[src/rtl/cos_pkg.sv]
package cos_pkg;
  localparam int ADDR_W = 5;
  localparam logic [ADDR_W-1:0] OFS_RAW  = 5'h00;
  localparam logic [ADDR_W-1:0] OFS_HIGH = 5'h04;
  localparam logic [ADDR_W-1:0] OFS_LOW  = 5'h08;
  localparam logic [ADDR_W-1:0] OFS_STAT = 5'h0C;
  localparam logic [ADDR_W-1:0] OFS_CTRL = 5'h10;
  localparam int CTL_EN   = 0;
  localparam int CTL_AND  = 1;
  localparam int CTL_PEND = 2;

  typedef struct packed {
    logic and_mode;
    logic en;
  } ctrl_t;
endpackage

[src/rtl/cos_sync.sv]
module cos_sync #(
  parameter int W = 32
) (
  input  logic         clk,
  input  logic         rst,
  input  logic [W-1:0] d,
  output logic [W-1:0] lvl,
  output logic [W-1:0] prev
);
  logic [W-1:0] meta_q, lvl_q, prev_q;

  always_ff @(posedge clk) begin
    if (rst) begin
      meta_q <= '0;
      lvl_q  <= '0;
      prev_q <= '0;
    end else begin
      meta_q <= d;
      lvl_q  <= meta_q;
      prev_q <= lvl_q;
    end
  end

  assign lvl  = lvl_q;
  assign prev = prev_q;
endmodule

[src/rtl/cos_event.sv]
module cos_event #(
  parameter int N = 16
) (
  input  logic         clk,
  input  logic         rst,
  input  logic [N-1:0] lvl,
  input  logic [N-1:0] prev,
  input  logic [N-1:0] m_high,
  input  logic [N-1:0] m_low,
  input  cos_pkg::ctrl_t ctrl,
  input  logic         rearm,
  output logic         fire,
  output logic [N-1:0] hit
);
  logic [N-1:0] rise, fall, or_hit, sel, ok;
  logic         all_ok, chg, armed_q, or_fire, and_fire;

  assign rise   = lvl & ~prev;
  assign fall   = ~lvl & prev;
  assign or_hit = (rise & m_high) | (fall & m_low);
  assign sel    = m_high | m_low;

  // per channel: unselected passes, single-mask channel must match,
  // double-mask channel can never match
  generate
    for (genvar i = 0; i < N; i++) begin : g_ok
      assign ok[i] = ~sel[i]
                   | (m_high[i] & ~m_low[i] &  lvl[i])
                   | (m_low[i]  & ~m_high[i] & ~lvl[i]);
    end
  endgenerate

  assign all_ok   = (&ok) & (|sel);
  assign chg      = |((rise | fall) & sel);
  assign or_fire  = ctrl.en & ~ctrl.and_mode & (|or_hit);
  assign and_fire = ctrl.en &  ctrl.and_mode & all_ok & armed_q;
  assign fire     = or_fire | and_fire;
  assign hit      = and_fire ? sel : (or_fire ? or_hit : '0);

  always_ff @(posedge clk) begin
    if (rst)           armed_q <= 1'b1;
    else if (rearm)    armed_q <= 1'b1;
    else if (and_fire) armed_q <= 1'b0;
    else if (chg)      armed_q <= 1'b1;
  end

  // a level-mode event cannot repeat on the next cycle without re-arm
  assert_and_no_refire_R8: assert property (@(posedge clk) disable iff (rst)
    (ctrl.en && ctrl.and_mode && fire && !rearm) |=> !(fire && ctrl.and_mode));
endmodule

[src/rtl/cos_regs.sv]
module cos_regs #(
  parameter int DW = 32,
  parameter int N  = 16
) (
  input  logic                       clk,
  input  logic                       rst,
  input  logic                       bus_wr,
  input  logic                       bus_rd,
  input  logic [cos_pkg::ADDR_W-1:0] bus_addr,
  input  logic [DW-1:0]              bus_wdata,
  input  logic [DW-1:0]              raw,
  input  logic                       fire,
  input  logic [N-1:0]               hit,
  output logic [DW-1:0]              bus_rdata,
  output logic                       bus_rvalid,
  output logic [N-1:0]               m_high,
  output logic [N-1:0]               m_low,
  output cos_pkg::ctrl_t             ctrl,
  output logic                       rearm,
  output logic                       irq
);
  import cos_pkg::*;
  localparam int PAD = DW - N;

  logic [N-1:0] mh_q, ml_q, stat_q, stat_n;
  ctrl_t        ctrl_q, ctrl_n;
  logic         wr_ctrl, rd_stat, irq_q, rvalid_q;
  logic [DW-1:0] rdata_q;

  assign wr_ctrl = bus_wr && bus_addr == OFS_CTRL;
  assign rd_stat = bus_rd && bus_addr == OFS_STAT;

  always_comb begin
    ctrl_n = ctrl_q;
    if (wr_ctrl) begin
      ctrl_n.en       = bus_wdata[CTL_EN];
      ctrl_n.and_mode = bus_wdata[CTL_AND];
    end
    stat_n = (rd_stat ? '0 : stat_q) | hit;
    if (!ctrl_n.en) stat_n = '0;
  end

  always_ff @(posedge clk) begin
    if (rst) begin
      mh_q     <= '0;
      ml_q     <= '0;
      ctrl_q   <= '0;
      stat_q   <= '0;
      irq_q    <= 1'b0;
      rvalid_q <= 1'b0;
      rdata_q  <= '0;
    end else begin
      if (bus_wr && bus_addr == OFS_HIGH) mh_q <= bus_wdata[N-1:0];
      if (bus_wr && bus_addr == OFS_LOW)  ml_q <= bus_wdata[N-1:0];
      ctrl_q   <= ctrl_n;
      stat_q   <= stat_n;
      irq_q    <= ctrl_n.en & (|stat_n);
      rvalid_q <= bus_rd;
      if (bus_rd) begin
        unique case (bus_addr)
          OFS_RAW:  rdata_q <= raw;
          OFS_HIGH: rdata_q <= {{PAD{1'b0}}, mh_q};
          OFS_LOW:  rdata_q <= {{PAD{1'b0}}, ml_q};
          OFS_STAT: rdata_q <= {{PAD{1'b0}}, stat_q};
          OFS_CTRL: rdata_q <= {{(DW-3){1'b0}}, |stat_q,
                                ctrl_q.and_mode, ctrl_q.en};
          default:  rdata_q <= '0;
        endcase
      end
    end
  end

  assign m_high     = mh_q;
  assign m_low      = ml_q;
  assign ctrl       = ctrl_q;
  assign rearm      = wr_ctrl;
  assign irq        = irq_q;
  assign bus_rdata  = rdata_q;
  assign bus_rvalid = rvalid_q;

  // reading the status with no new event leaves it empty
  assert_stat_clear_R9: assert property (@(posedge clk) disable iff (rst)
    (rd_stat && !fire) |=> stat_q == '0);
  // irq holds until a status read or a control write
  assert_irq_hold_R10: assert property (@(posedge clk) disable iff (rst)
    (irq_q && !rd_stat && !wr_ctrl) |=> irq_q);
  // irq is never high while disabled
  assert_irq_needs_en_R10: assert property (@(posedge clk) disable iff (rst)
    irq_q |-> ctrl_q.en);
  // mask reads carry zeros above the channel field
  assert_mask_upper_zero_R3: assert property (@(posedge clk) disable iff (rst)
    (bus_rd && (bus_addr == OFS_HIGH || bus_addr == OFS_LOW))
      |=> bus_rdata[DW-1:N] == '0);
endmodule

[src/rtl/cos_irq_ctrl.sv]
module cos_irq_ctrl #(
  parameter int NIN  = 32,
  parameter int NIRQ = 16
) (
  input  logic                       clk,
  input  logic                       rst,
  input  logic                       bus_wr,
  input  logic                       bus_rd,
  input  logic [cos_pkg::ADDR_W-1:0] bus_addr,
  input  logic [NIN-1:0]             bus_wdata,
  output logic [NIN-1:0]             bus_rdata,
  output logic                       bus_rvalid,
  input  logic [NIN-1:0]             din,
  output logic                       irq
);
  logic [NIN-1:0]  lvl, prev;
  logic [NIRQ-1:0] m_high, m_low, hit;
  cos_pkg::ctrl_t  ctrl;
  logic            fire, rearm;

  cos_sync #(.W(NIN)) u_sync (
    .clk(clk), .rst(rst), .d(din), .lvl(lvl), .prev(prev)
  );

  cos_event #(.N(NIRQ)) u_event (
    .clk(clk), .rst(rst),
    .lvl(lvl[NIRQ-1:0]), .prev(prev[NIRQ-1:0]),
    .m_high(m_high), .m_low(m_low), .ctrl(ctrl), .rearm(rearm),
    .fire(fire), .hit(hit)
  );

  cos_regs #(.DW(NIN), .N(NIRQ)) u_regs (
    .clk(clk), .rst(rst),
    .bus_wr(bus_wr), .bus_rd(bus_rd), .bus_addr(bus_addr),
    .bus_wdata(bus_wdata), .raw(lvl), .fire(fire), .hit(hit),
    .bus_rdata(bus_rdata), .bus_rvalid(bus_rvalid),
    .m_high(m_high), .m_low(m_low), .ctrl(ctrl), .rearm(rearm), .irq(irq)
  );
endmodule

[config.mk]
export PLATFORM = sky130hd
export DESIGN_NAME = cos_irq_ctrl
export DESIGN_NICKNAME = d
export VERILOG_FILES = /design/src/rtl/cos_pkg.sv /design/src/rtl/cos_sync.sv /design/src/rtl/cos_event.sv /design/src/rtl/cos_regs.sv /design/src/rtl/cos_irq_ctrl.sv
export SDC_FILE = /design/constraint.sdc
export NUM_CORES = 1
export LEC_CHECK = 0
export CORE_ASPECT_RATIO = 0.6
export CORE_MARGIN = 2
export CORE_UTILIZATION = 54
export DETAILED_ROUTE_END_ITERATION = 8
export HOLD_SLACK_MARGIN = 0.06
export PLACE_DENSITY = 0.8
export SLEW_MARGIN = 20
export SYNTH_ARGS = -nofsm -noshare
export SYNTH_HDL_FRONTEND = slang
export SYNTH_SLANG_ARGS = --single-unit
export TNS_END_PERCENT = 30
[constraint.sdc]
create_clock -name clk -period 2.1 [get_ports clk]
set_input_delay 0.315 -clock clk [delete_from_list [all_inputs] [get_ports clk]]
set_output_delay 0.315 -clock clk [all_outputs]
set_load 0.01 [all_outputs]
==> metrics.csv, run 1 <==
stage;metric;value;unit
sta;final setup vio count;0;
detailed_routing;highest routed metal layer;met4;
detailed_routing;met2 routed WL;7693;um
detailed_routing;Via Count;5783;
global_route;vias in the first global route;5450;
floorplanning;IO Pins;107;
layout;layout cell share with drive strength beyond 1;13.99;%
critical_path;Reg2Reg Capture Point;u_regs.irq;
place;placed cell count;999;
detailed_routing;Detail Route Antenna Nets;0;
synth;Synth Area in Simple Gates;22.67;%
detailed_routing;Remaining DRCs;0;
hold_path;worst hold path class;reg2reg;
power;peak supply drop;0.0005313;V
clock_network;clk_lat worst skew;0.42;ns
synth;post-synthesis mux area share;7.574;%
global_route;initial antenna violation count;0;
sta;worst slew pin tran;0.5931;ns
critical_path;Crit. End Element;register;
power;P_leak;3.234;nW
sta;Fin. Hold Viols;0;
sta;unrepaired setup endpoints after global routing;false;
clock_network;CTS tree;done;
detailed_routing;Avg Vias per Cell;5.615;
synth;post-synthesis cell count;741;
sta;fmax;496.5;MHz
synth;YS warnings;0;
floorplanning;die boundary width;149.8;um
synth;complex-gate fraction of the synthesized area;11.44;%
synth;XOR/XNOR Fraction of Synth Area;0;%
critical_path;critical path data required time;2.40;ns
detailed_routing;1st-iter DRT viols;522;
sta;Tcrit/Tclk final;95.91;%
sta;clock period minus worst slack;2.014;ns
clock_network;Clock H-tree levels;4;
place;routability cong.;0.9901;
clock_network;CTS buffer count;17;
place;DP Area;8207;sq um
place;hpwl dp;13930;um
detailed_routing;drt first pass iters;6;
hold_path;hold depth;1;
power;clock power share;47.2;%
detailed_routing;routed wl met3;2264;um
synth;Yosys reg bits;165;
run_status;status;complete, no violations;
detailed_routing;WL met1;9125;um
floorplanning;area of the core;12260;sq um
floorplanning;Die Y;91.49;um
critical_path;Register-to-Register Path Depth;8;
sta;post-layout worst setup margin;0.08583;ns
run;Max-cap violations;0;
clock_network;CTS Buffer Depth;2;
power;Seq pwr share;46.7;%
synth;sequential share of the synthesized area;47.95;%
power;Sw Share;23.30;%
synth;adder-cell share of the synthesized area;5.812;%
clock_network;Root Buffer;clkbuf_16;
critical_path;CP startpoint kind;register;
layout;cell area after layout;8912;sq um
hold_path;hold_sp;u_sync.meta_q[1];
synth;synthesized cell area;6889;sq um
floorplanning;Initial Util;56.21;%
synth;syn avg cell area;9.297;sq um
synth;post-synthesis cell type count;36;
detailed_routing;final WL;19280;um
synth;largest family of logic cells by synthesized area;simple AND/OR/NAND/NOR gates;
critical_path;Worst R2R Start;u_sync.lvl[15];
sta;slew margin rel.;60.46;%
global_route;GR Overflow Total;0;
layout;Core Util, Final;72.71;%
layout;nets;958;
clock_network;CTS Hold Buffers Added;0;
power;P_int;0.005334;W
global_route;largest net degree at the start of global routing;148;
clock_network;clk sinks;165;
layout;filler-free cell count of the finished design;1030;
layout;area delta synth->final;29.37;%
floorplanning;Die ar.;13710;sq um
power;power density cells;780.3;nW/um^2
floorplanning;Std-Cell Rows;31;
layout;Antenna Diode Count;0;
critical_path;maximum fanout along the worst path;4;
place;pre-CTS setup slack;-0.1848;ns
global_route;gr usage total;28.77;%
sta;Max Slew Vio Count;0;
power;Net Sw Power;0.001620;W
hold_path;Hold EP;u_sync.lvl[1];
place;IO buf count;90;
sta;Clock Skews;0.01176;ns
detailed_routing;WL/cell;18.71;um
power;share of power burned in combinational logic;6.1;%
synth;syn_nets;846;
critical_path;r2r setup slk;0.09;ns
critical_path;Worst Path Arrival;2.32;ns
clock_network;Clk pin slew, worst setup/hold paths;0.07;ns
global_route;first-pass GRT wire length;29900;um
critical_path;Setup CP Type;reg2reg;
## through the flow
stage / TNS, ns / total power [W] / hold WS, ns
2_1_floorplan: 0 / 0.003505 / 0.4138
3_3_place_gp: -1.314 / 0.003713 / 0.4169
3_5_place_dp: -2.679 / 0.003726 / 0.4234
4_1_cts: 0 / 0.006970 / 0.4302
5_1_grt: 0 / 0.007148 / 0.4406
6_report: 0 / 0.006954 / 0.4359
## worst max-delay path, stage by stage (launching register included)
cell and delay (ns):
dfxtp_2 0.42, inv_1 0.08, ha_1 0.21, a22oi_2 0.22
nand4_1 0.14, nor4_2 0.32, buf_4 0.15, nor3_1 0.03
a211o_2 0.31
## power groups by stage
stage | Clock (W) | Sequential, W | Combinational (W)
finish | 0.00328 | 0.00325 | 0.000425
global route | 0.00344 | 0.00325 | 0.000461
CTS | 0.00331 | 0.00324 | 0.000417
detailed placement | 0 | 0.00331 | 0.000413
global placement | 0 | 0.00331 | 0.000404
floorplan | 0 | 0.00330 | 0.000206
## synthesized netlist by cell type
master / count / area, sq um
dfxtp_1: 165 / 3303
nor2_1: 87 / 326.6
nor2b_1: 84 / 525.5
a21oi_1: 78 / 390.4
nand2_1: 51 / 191.4
inv_1: 33 / 123.9
ha_1: 32 / 400.4
clkbuf_1: 31 / 116.4
nand3_1: 30 / 150.1
a22oi_1: 18 / 135.1
mux2i_1: 18 / 180.2
nand2b_1: 16 / 100.1
o2bb2ai_1: 16 / 140.1
mux4_2: 13 / 292.8
nand4_1: 12 / 75.07
nor4_1: 10 / 62.56
o22ai_1: 7 / 43.79
buf_2: 5 / 25.02
and3_1: 4 / 25.02
buf_1: 4 / 15.01
o21ai_0: 4 / 20.02
a32oi_1: 3 / 26.28
buf_4: 3 / 22.52
a21o_1: 2 / 15.01
nor3_1: 2 / 10.01
nor4_4: 2 / 42.54
or4_1: 2 / 15.01
a211o_2: 1 / 10.01
a211oi_1: 1 / 7.510
and3_2: 1 / 7.510
and3b_1: 1 / 8.760
buf_6: 1 / 11.26
mux2i_4: 1 / 22.52
mux4_1: 1 / 26.28
nor3_2: 1 / 10.01
or3_4: 1 / 11.26
## placed cells by master, fill, tap and decap left out, types with 2 or more instances in the layout
cell type / synthesis / final
nand4_1: 12 / 12
clkinv_4: 0 / 2
inv_8: 0 / 4
dfxtp_2: 0 / 10
ha_1: 32 / 32
nor4_1: 10 / 8
nor2_1: 87 / 87
inv_6: 0 / 2
a21oi_1: 78 / 78
a21o_1: 2 / 2
nor3_2: 1 / 2
mux4_2: 13 / 13
a22oi_1: 18 / 9
o21ai_0: 4 / 4
a22oi_2: 0 / 9
nand2b_1: 16 / 16
clkdlybuf4s50_1: 0 / 89
and3_1: 4 / 4
nand2_1: 51 / 51
or4_1: 2 / 2
bufinv_16: 0 / 3
nor2b_1: 84 / 84
a32oi_1: 3 / 3
clkbuf_16: 0 / 17
mux2i_1: 18 / 18
buf_4: 3 / 43
inv_1: 33 / 33
nor4_4: 2 / 3
nand3_1: 30 / 30
o2bb2ai_1: 16 / 16
dfxtp_1: 165 / 155
o22ai_1: 7 / 7
clkinvlp_4: 0 / 3
buf_12: 0 / 4
## state kept, by name, summed over array words and instances (netlist names)
| register | flops |
|---|---|
| u_regs.bus_rdata | 32 |
| u_sync.lvl | 32 |
| u_sync.meta_q | 32 |
| u_regs.m_high | 16 |
| u_regs.m_low | 16 |
| u_regs.stat_q | 16 |
| u_sync.prev | 16 |
| u_regs.ctrl | 2 |
| u_event.armed_q | 1 |
| u_regs.bus_rvalid | 1 |
| u_regs.irq | 1 |
## final cells by class
cell class                 instances  area (sq um)
clock inverter                    14         192.7
sequential                       165          3316
timing repair buffer             137          1305
multi-input combinational        499          3343
fill                             904          3344
clock buffer                      17         425.4
inverter                          33         123.9
tap                              165         206.4
## how the worst max path moves through the flow
stage | from | endpoint | slack [ns] | cells after the start
after floorplan | bus_addr[3] | u_regs.irq | 0.11 | 7
after global placement | bus_addr[2] | u_regs.irq | -0.14 | 7
after detailed placement | bus_addr[2] | u_regs.irq | -0.18 | 7
after CTS | u_sync.lvl[14] | u_regs.irq | 0.02 | 8
after global routing | u_sync.lvl[2] | u_regs.irq | 0.0009 | 8
final | u_sync.lvl[15] | u_regs.irq | 0.09 | 8
## layer usage
layer,track usage [%],vias up
li1,-,2736
met3,10.05,22
met1,44.16,2727
met2,38.74,298
met4,5.189,0
met5,0,-
## logic make-up after synthesis
logic type                 Yosys count
AOI/OAI and AO/OA                  130
and+or+nand+nor                    304
DFF                                165
buffers and inverters               77
adders and majority gates           32
muxes                               33
## timing repair
item	4_1_cts	5_1_grt
pin swaps	0	2
buffers inserted	0	0
gates cloned	0	0
gates resized for setup	4	20
endpoints found under the setup margin	1	17
No activity file was read; power rests on OpenSTA's default activity.
==> inputs of run 2 (changes only) <==
--- a/config.mk
+++ b/config.mk
@@ -10,7 +10,7 @@
 export CORE_UTILIZATION = 54
 export DETAILED_ROUTE_END_ITERATION = 8
 export HOLD_SLACK_MARGIN = 0.06
-export PLACE_DENSITY = 0.8
+export PLACE_DENSITY_LB_ADDON = 0.2
 export SLEW_MARGIN = 20
 export SYNTH_ARGS = -nofsm -noshare
 export SYNTH_HDL_FRONTEND = slang
==> metrics.csv, run 2 (synthesis results as in run 1) <==
stage;metric;value;unit;change
run_status;status;complete, no violations;;
power;power density cells;769.4;nW/um^2;-1.4%
sta;slew margin rel.;53.00;%;-7.5 points
sta;Tcrit/Tclk final;96.19;%;+0.28 points
power;Net Sw Power;0.001626;W;+0.39%
critical_path;Crit-path slowest cell;dfxtp_1;;
clock_network;CTS tree;done;;
detailed_routing;Detail Route Antenna Nets;0;;unchanged
detailed_routing;WL/cell;18.63;um;-0.45%
global_route;initial antenna violation count;0;;unchanged
detailed_routing;Remaining DRCs;0;;unchanged
layout;area delta synth->final;27.46;%;
critical_path;Setup CP Type;reg2reg;;
floorplanning;die boundary width;149.8;um;unchanged
sta;Max Slew Vio Count;0;;unchanged
power;PnR Total Power;0.006756;W;-2.8%
sta;final setup vio count;0;;unchanged
global_route;first-pass GRT wire length;29500;um;-1.3%
critical_path;CP cell instances;mux2i_1, nand4_1, or3_4, nor4_4, buf_4, o2bb2ai_1;;
critical_path;Bufs and invs on worst path;1;;-1
detailed_routing;drt first pass iters;7;;+1
detailed_routing;1st-iter DRT viols;586;;+12%
power;P_int;0.005130;W;-3.8%
critical_path;largest stage delay on the critical path;0.42;ns;about the same
layout;most frequent cells in the layout;dfxtp_1 (159), clkdlybuf4s50_1 (89), nor2_1 (87);;
sta;post-layout worst setup margin;0.07996;ns;-0.005864 ns
sta;fmax;495.0;MHz;-0.29%
layout;commonest non-fill, non-tap cell in the layout;dfxtp_1;;
critical_path;critical path data required time;2.44;ns;+0.04 ns
power;clock power share;45.8;%;-1.4 points
global_route;gr usage total;28.56;%;-0.22 points
critical_path;Crit. End Element;register;;
clock_network;CTS buffer count;17;;unchanged
global_route;GR Overflow Total;0;;unchanged
place;hpwl dp;13460;um;-3.4%
global_route;largest net degree at the start of global routing;117;;-21%
critical_path;CP top delay family;simple AND/OR/NAND/NOR gates;;
clock_network;CTS Hold Buffers Added;0;;unchanged
floorplanning;Die Y;91.49;um;unchanged
layout;nets;948;;-1.0%
floorplanning;Initial Util;56.21;%;unchanged
layout;Reg area;3313;sq um;about the same
power;Seq pwr share;48.0;%;+1.3 points
layout;Core Util, Final;71.64;%;-1.1 points
clock_network;CTS Buffer Depth;2;;unchanged
power;peak supply drop;0.0005171;V;-2.7%
place;IO buf count;90;;unchanged
critical_path;maximum fanout along the worst path;6;;+2
place;pre-CTS setup slack;-0.2064;ns;-0.02161 ns
floorplanning;Die ar.;13710;sq um;unchanged
clock_network;Root Buffer;clkbuf_16;;
power;share of power burned in combinational logic;6.2;%;about the same
sta;unrepaired setup endpoints after global routing;false;;
floorplanning;Std-Cell Rows;31;;unchanged
sta;final setup TNS;0;ns;unchanged
sta;Fin Hold WS;0.4218;ns;-0.01409 ns
sta;clock period minus worst slack;2.020;ns;+0.005864 ns
global_route;vias in the first global route;5462;;+0.22%
detailed_routing;final WL;19020;um;-1.3%
detailed_routing;Avg Vias per Cell;5.712;;+1.7%
critical_path;Worst Path Arrival;2.36;ns;+0.04 ns
clock_network;clk_lat worst skew;0.42;ns;about the same
layout;Multi-input gate area;3327;sq um;-0.49%
hold_path;worst hold path class;in2reg;;
layout;Fill cells;915;;+1.2%
critical_path;CP startpoint kind;register;;
clock_network;Clock H-tree levels;4;;unchanged
layout;layout cell share with drive strength beyond 1;12.38;%;-1.6 points
sta;worst slew pin tran;0.7050;ns;+0.1119 ns
layout;Antenna Diode Count;0;;unchanged
power;P_leak;3.169;nW;-2.0%
run;Max-cap violations;0;;unchanged
detailed_routing;Via Count;5832;;+0.85%
sta;Clock Skews;0.009628;ns;-0.002132 ns
floorplanning;area of the core;12260;sq um;unchanged
sta;Fin. Hold Viols;0;;unchanged
clock_network;Clk pin slew, worst setup/hold paths;0.07;ns;about the same
power;Sw Share;24.07;%;+0.78 points
place;routability cong.;0.9069;;-8.4%
floorplanning;IO Pins;107;;unchanged
clock_network;clk sinks;165;;unchanged
## run 2: final cells by class
cell class	count	share of cell area (%)
Sequential cell	165	37.73
Inverter	33	1.411
Tap cell	165	2.351
Clock inverter	13	1.567
Timing Repair Buffer	127	14.01
Clock buffer	19	5.044
Multi-Input combinational cell	499	37.89
## run 2: worst min-delay path, delay by kind of cell
family	cells	cell delay (ns)
AND/OR/NAND/NOR	1	0.07
multiplexers	1	0.17
buffers and inverters	2	0.22
## run 2: layer usage
layer / track usage [%] / vias to the layer above / routed length (um)
met5: 0 / - / 0
met1: 42.97 / 2807 / 9002
met2: 40.98 / 264 / 7884
li1: - / 2733 / -
met4: 6.289 / 0 / 230
met3: 7.286 / 28 / 1905
## run 2: what timing repair did
action / CTS / global route
setup buffers: 0 / 1
resized for setup: 5 / 14
endpoints found under the setup margin: 17 / 17
pin swaps: 1 / 3
## run 2: final timing paths
check	endpoint	slack (ns)	start	cells past startpoint
min reg2reg	u_sync.lvl[22]	0.43	u_sync.meta_q[22]	1
max	u_regs.stat_q[0]	0.08	u_sync.lvl[4]	6
min	u_regs.ctrl[0]	0.42	rst	4
max reg2reg	u_regs.stat_q[0]	0.08	u_sync.lvl[4]	6
## run 2: metrics by stage
| step | instance area [sq um] | instances |
|---|---|---|
| final | 8781 | 1021 |
| after global routing | 8781 | 1021 |
| after CTS | 8726 | 1021 |
| after detailed placement | 8132 | 989 |
| after global placement | 8132 | 989 |
| after floorplan | 6889 | 741 |
## run 2: power by group through the flow
| stage | Combinational [W] | Sequential [W] | Clock [W] |
|---|---|---|---|
| finish | 0.000418 | 0.00324 | 0.00310 |
| floorplan | 0.000206 | 0.00330 | 0 |
| detailed placement | 0.000407 | 0.00331 | 0 |
| global route | 0.000452 | 0.00325 | 0.00325 |
| CTS | 0.000411 | 0.00324 | 0.00310 |
| global placement | 0.000396 | 0.00331 | 0 |
